`src/rtl/ttg_pkg.sv`:
```
package ttg_pkg;
  typedef enum logic [1:0] {
    STRAP_LOW  = 2'b00,
    STRAP_HIGH = 2'b01,
    STRAP_OPEN = 2'b10,
    STRAP_RSVD = 2'b11
  } strap_e;

  localparam int unsigned QUEUE_W = 2;
  localparam int unsigned MAX_RUN = 1 << QUEUE_W;
  localparam int unsigned RUN_W   = $clog2(MAX_RUN + 1);
endpackage

```
`src/rtl/ttg_strap_latch.sv`:
```
module ttg_strap_latch
  import ttg_pkg::*;
#(
  parameter int unsigned NUM_CH = 4,
  parameter logic [NUM_CH-1:0] MASK_LOW  = NUM_CH'(1),
  parameter logic [NUM_CH-1:0] MASK_HIGH = NUM_CH'(2),
  parameter logic [NUM_CH-1:0] MASK_OPEN = NUM_CH'(3)
) (
  input  logic              clk_i,
  input  logic              rst_ni,
  input  logic [1:0]        strap_i,
  output logic [NUM_CH-1:0] hw_mask_o
);
  logic   taken_q;
  strap_e strap_q;
  strap_e strap_cur;

  always_ff @(posedge clk_i or negedge rst_ni) begin
    if (!rst_ni) begin
      taken_q <= 1'b0;
      strap_q <= STRAP_LOW;
    end else if (!taken_q) begin
      taken_q <= 1'b1;
      strap_q <= strap_e'(strap_i);
    end
  end

  // before the capture edge the live strap is used
  assign strap_cur = taken_q ? strap_q : strap_e'(strap_i);

  always_comb begin
    unique case (strap_cur)
      STRAP_LOW:  hw_mask_o = MASK_LOW;
      STRAP_HIGH: hw_mask_o = MASK_HIGH;
      default:    hw_mask_o = MASK_OPEN;
    endcase
  end

  p_strap_held_r5: assert property (@(posedge clk_i) disable iff (!rst_ni)
    taken_q |=> ($stable(strap_q) && taken_q));
endmodule

```
`src/rtl/ttg_fault_queue.sv`:
```
module ttg_fault_queue
  import ttg_pkg::*;
#(
  parameter int unsigned TEMP_W = 8
) (
  input  logic              clk_i,
  input  logic              rst_ni,
  input  logic              hit_i,
  input  logic [TEMP_W-1:0] temp_i,
  input  logic [TEMP_W-1:0] trip_i,
  input  logic [TEMP_W-1:0] limit_i,
  input  logic              hw_sel_i,
  input  logic              sw_en_i,
  input  logic [RUN_W-1:0]  need_i,
  output logic              trip_o
);
  logic [RUN_W-1:0] cnt_q, cnt_nxt;
  logic             over;

  assign over = (hw_sel_i && (temp_i > trip_i)) || (sw_en_i && (temp_i > limit_i));

  always_comb begin
    if (!over)                      cnt_nxt = '0;
    else if (cnt_q == RUN_W'(MAX_RUN)) cnt_nxt = cnt_q;
    else                            cnt_nxt = cnt_q + RUN_W'(1);
  end

  always_ff @(posedge clk_i or negedge rst_ni) begin
    if (!rst_ni) begin
      cnt_q  <= '0;
      trip_o <= 1'b0;
    end else if (hit_i) begin
      cnt_q  <= cnt_nxt;
      trip_o <= over && (cnt_nxt >= need_i);
    end
  end

  p_pass_clears_r4: assert property (@(posedge clk_i) disable iff (!rst_ni)
    (hit_i && !over) |=> (cnt_q == '0 && !trip_o));
  p_idle_hold_r10: assert property (@(posedge clk_i) disable iff (!rst_ni)
    !hit_i |=> ($stable(cnt_q) && $stable(trip_o)));
  p_run_sat_r3: assert property (@(posedge clk_i) disable iff (!rst_ni)
    cnt_q <= RUN_W'(MAX_RUN));
  p_trip_on_sample_r3: assert property (@(posedge clk_i) disable iff (!rst_ni)
    $rose(trip_o) |-> $past(hit_i));
endmodule

```
`src/rtl/therm_trip_guard.sv`:
```
module therm_trip_guard
  import ttg_pkg::*;
#(
  parameter int unsigned NUM_CH = 4,
  parameter int unsigned TEMP_W = 8,
  parameter int unsigned CH_W   = $clog2(NUM_CH)
) (
  input  logic                     clk_i,
  input  logic                     rst_ni,
  input  logic [1:0]               strap_i,
  input  logic [QUEUE_W-1:0]       queue_i,
  input  logic [TEMP_W-1:0]        trip_i,
  input  logic [NUM_CH-1:0]        sw_en_i,
  input  logic [NUM_CH*TEMP_W-1:0] sw_limit_i,
  input  logic                     sample_valid_i,
  input  logic [CH_W-1:0]          sample_ch_i,
  input  logic [TEMP_W-1:0]        sample_temp_i,
  output logic                     shdn_no
);
  logic [NUM_CH-1:0] hw_mask;
  logic [NUM_CH-1:0] trip_vec;
  logic [RUN_W-1:0]  need;

  assign need = RUN_W'(queue_i) + RUN_W'(1);

  ttg_strap_latch #(.NUM_CH(NUM_CH)) u_strap (
    .clk_i     (clk_i),
    .rst_ni    (rst_ni),
    .strap_i   (strap_i),
    .hw_mask_o (hw_mask)
  );

  for (genvar g = 0; g < NUM_CH; g++) begin : g_ch
    logic hit;
    assign hit = sample_valid_i && (sample_ch_i == CH_W'(g));

    ttg_fault_queue #(.TEMP_W(TEMP_W)) u_q (
      .clk_i    (clk_i),
      .rst_ni   (rst_ni),
      .hit_i    (hit),
      .temp_i   (sample_temp_i),
      .trip_i   (trip_i),
      .limit_i  (sw_limit_i[g*TEMP_W +: TEMP_W]),
      .hw_sel_i (hw_mask[g]),
      .sw_en_i  (sw_en_i[g]),
      .need_i   (need),
      .trip_o   (trip_vec[g])
    );
  end

  assign shdn_no = ~|trip_vec;

  p_release_on_sample_r8: assert property (@(posedge clk_i) disable iff (!rst_ni)
    $rose(shdn_no) |-> $past(sample_valid_i));
  p_assert_on_sample_r3: assert property (@(posedge clk_i) disable iff (!rst_ni)
    $fell(shdn_no) |-> $past(sample_valid_i));
  p_one_channel_per_hit_r9: assert property (@(posedge clk_i) disable iff (!rst_ni)
    $countones(trip_vec ^ $past(trip_vec)) <= 1);
endmodule

```
`config.mk`:
```
export PLATFORM = sky130hd
export DESIGN_NAME = therm_trip_guard
export DESIGN_NICKNAME = d
export VERILOG_FILES = /design/src/rtl/ttg_pkg.sv /design/src/rtl/ttg_strap_latch.sv /design/src/rtl/ttg_fault_queue.sv /design/src/rtl/therm_trip_guard.sv
export SDC_FILE = /design/constraint.sdc
export NUM_CORES = 1
export LEC_CHECK = 0
export BUFFER_PORTS_ARGS = -buffer_cell sky130_fd_sc_hd__buf_2
export CAP_MARGIN = 20
export CORE_MARGIN = 3
export CORE_UTILIZATION = 34
export DETAILED_ROUTE_END_ITERATION = 8
export PLACE_DENSITY = 0.56
export SETUP_SLACK_MARGIN = 0.4
export SLEW_MARGIN = 20
export SYNTH_ARGS = -nofsm -noshare
export SYNTH_HDL_FRONTEND = slang
export SYNTH_SLANG_ARGS = --single-unit
```
`constraint.sdc`:
```
create_clock -name clk_i -period 2.36 [get_ports clk_i]
set_input_delay 0.236 -clock clk_i [delete_from_list [all_inputs] [get_ports clk_i]]
set_output_delay 0.236 -clock clk_i [all_outputs]
set_load 0.005 [all_outputs]
```
==> out/results.ini <==
[clock_network]
cts_buffer_depth=2
clock-sinks=19
cts_htree_levels=1
clk_latency_ps=260
cts_root_buf=clkbuf_8
path_clk_slew_ps=80
cts_made_buffers=3
cts_tree=built

[yosys]
synthSimpleGateAreaFrac=0.170
avgSynthCellArea_um2=8.34
synth_top_cell_by_area=ha_1
synthMuxAreaShare=0.00883
synthXorXnorAreaFrac=0.00727
synthAdderAreaFrac=0.317
synthTopCellsByCount=ha_1, inv_1, a21oi_1
yosysTopAreaCellShare=0.317
synth_edf_count=0
synth_most_common_cell=ha_1
ys_warn_count=0
ys.flop_type=dfrtp_1
syn_nets=411
ys_seq_area_frac=0.197
synth_compound_area_frac=0.219
synth.ff_latch_count=19
synthArstFlopShare=1.00
synth_top_family_by_area=adder cells
synthTopCellsByArea=ha_1, dfrtp_1, inv_1, a21oi_1, nand2_1
syn_inst=289
syn_area_mm2=0.00241
yosysUniqueCellTypes=41

[final_layout]
drive_above_1_share=0.425
nets=485
diodes=0
area.growth.synth_to_final_pct=45.0

[place]
place.gp.congestion=0.769
portBuffers=61
hpwl_mm=4.78

[floorplanning]
start_util=0.353
ios=62
die_area_mm2=0.00813
core-area_mm2=0.00683
die_x_um=90.2
num_rows=30
dieHeight_um=90.2

[power]
p_per_area_mw_per_mm2=493
irDropWorstVdd_uv=253
combPwrFrac=0.599
p_clk_frac=0.137
leakage_nw=1.73
p_sw_frac=0.394
netSwitchingPower_uw=678
seq_power_share=0.264
p_int_mw=1.04
total_power_mw=1.72

[timing]
fmax_mhz=491
tns_ps=0
final.period_utilization=0.862
finClkSkew_ps=4.31
maxSlewViolCount=0
setup_viol=0
rsz0062_at_grt=yes
hold_viol=0
min_period_ps=2030

[routing]
routed_via_density=4.84
finalWirelength_mm=6.03
wl_per_cell_um=13.2
drc=0
antenna_left=0
drtIter0Drc=39
firstDrtPassIters=4
num_vias=2218

[critical_path]
max_stage_delay_ps=270
crit_slowest_cell=a211oi_2
crit_fanout=5
arrival_ps=2180
worst_ep_required_time_ps=2510
critPathCaptureType=register
crit_chain=buf_4, ha_4, a211oi_2, nor2_1, a211oi_2, o22a_4, nand2b_4, ha_4, nand2b_4, a21o_1, a21oi_2, o31ai_2
crit_path_start_kind=primary input
critical_path_class=primary input to register

[grt]
gr-usage-all-layers=0.148
grt_max_degree=20
overflow=0
grt_pass1_wl_mm=10.1
grt_pass1_vias=2285
antenna_found_initial=0

[outcome]
outcome=finished clean

[worst_hold_path]
hold_class=primary input to register

[run]
cap_violations=0

[layout by cell type, fill, tap and decap left out, types with 4 or more instances in the layout]
| cell | n |
|---|---|
| nor2_1 | 14 |
| ha_4 | 21 |
| nand4_1 | 9 |
| buf_2 | 51 |
| buf_4 | 9 |
| nor3_2 | 4 |
| o21ai_0 | 7 |
| o31ai_1 | 4 |
| nand2b_4 | 6 |
| a21oi_2 | 10 |
| o31ai_2 | 4 |
| dfrtp_1 | 19 |
| buf_6 | 5 |
| inv_2 | 6 |
| a21o_1 | 6 |
| nor2b_4 | 5 |
| nand2_1 | 22 |
| o21bai_1 | 5 |
| ha_1 | 40 |
| a21oi_1 | 17 |
| inv_1 | 40 |
[state kept, by name, summed over array words and instances, names as in the netlist]
signal,count
g_ch.u_q.cnt_q,12
u_strap.strap_q,2
u_strap.taken_q,1
g_ch.u_q.trip_o,4
[final timing paths]
path	depth (start not counted)	to	slack, ps	start
max in group asynchronous	2	g_ch[0].u_q.cnt_q[0]	1590	rst_ni
worst max register to register	9	g_ch[0].u_q.trip_o	340	u_strap.taken_q
worst min-delay path	2	u_strap.strap_q[1]	240	strap_i[1]
min in group asynchronous	2	u_strap.taken_q	450	rst_ni
worst max-delay path	12	g_ch[0].u_q.trip_o	330	sample_temp_i[5]
worst min register to register	2	g_ch[2].u_q.trip_o	490	g_ch[2].u_q.trip_o
[power by group through the flow]
stage          clock [mW]  sequential (mW)  combinational, mW
3_5_place_dp            0            0.458              0.884
6_report            0.235            0.455               1.03
3_3_place_gp            0            0.460              0.866
5_1_grt             0.263            0.465               1.17
2_1_floorplan           0            0.444              0.652
4_1_cts             0.250            0.453              0.931
[cell families (layout without fill, tap and decap cells)]
kind of cell	count (synthesis)	after routing
multiplexers	2	2
buffers and inverters	51	124
AO/OA/AOI/OAI	75	75
XOR/XNOR	2	2
flip-flops	19	19
other	1	1
AND/OR/NAND/NOR	78	78
adder cells (fa/ha/maj)	61	61
[repair_timing]
action / in CTS / in global routing
gates resized for setup: 22 / 45
hold buffers: 1 / 0
pin swaps: 14 / 23
setup buffers: 0 / 1
setup endpoints to repair: 4 / 4
hold endpoints to repair: 19 / 0
[area by class of cell]
class | instances | area [µm²]
Tap cell | 96 | 120
Sequential cell | 19 | 475
Clock inverter | 1 | 5.00
Inverter | 50 | 210
Multi-Input combinational cell | 219 | 2190
Clock buffer | 3 | 41.3
Timing Repair Buffer | 70 | 452
Fill cell | 658 | 3340
[routing by layer]
metal,track usage,wire length (µm)
met2,0.263,2960
met3,0.0276,284
met4,0.0306,37
met1,0.185,2750
met5,0,0
[through the flow]
| step | hold WS [ps] | setup slack (ps) | cell area [µm²] | cells | util |
|---|---|---|---|---|---|
| after floorplan | -59.6 | 228 | 2600 | 289 | - |
| after global placement | 227 | -25.7 | 3090 | 452 | 0.452 |
| after detailed placement | 218 | -56.3 | 3090 | 452 | 0.452 |
| after CTS | 229 | 306 | 3250 | 457 | 0.475 |
| after global routing | 243 | 237 | 3490 | 458 | 0.511 |
| final | 244 | 325 | 3490 | 458 | 0.511 |
[worst max-delay path: cells and delay by family]
| kind | cells | cell delay, ps |
|---|---|---|
| AO/OA/AOI/OAI | 6 | 1030 |
| adder cells (fa/ha/maj) | 2 | 430 |
| buffers and inverters | 1 | 150 |
| AND/OR/NAND/NOR | 3 | 330 |
No activity file was read; power rests on OpenSTA's default activity.
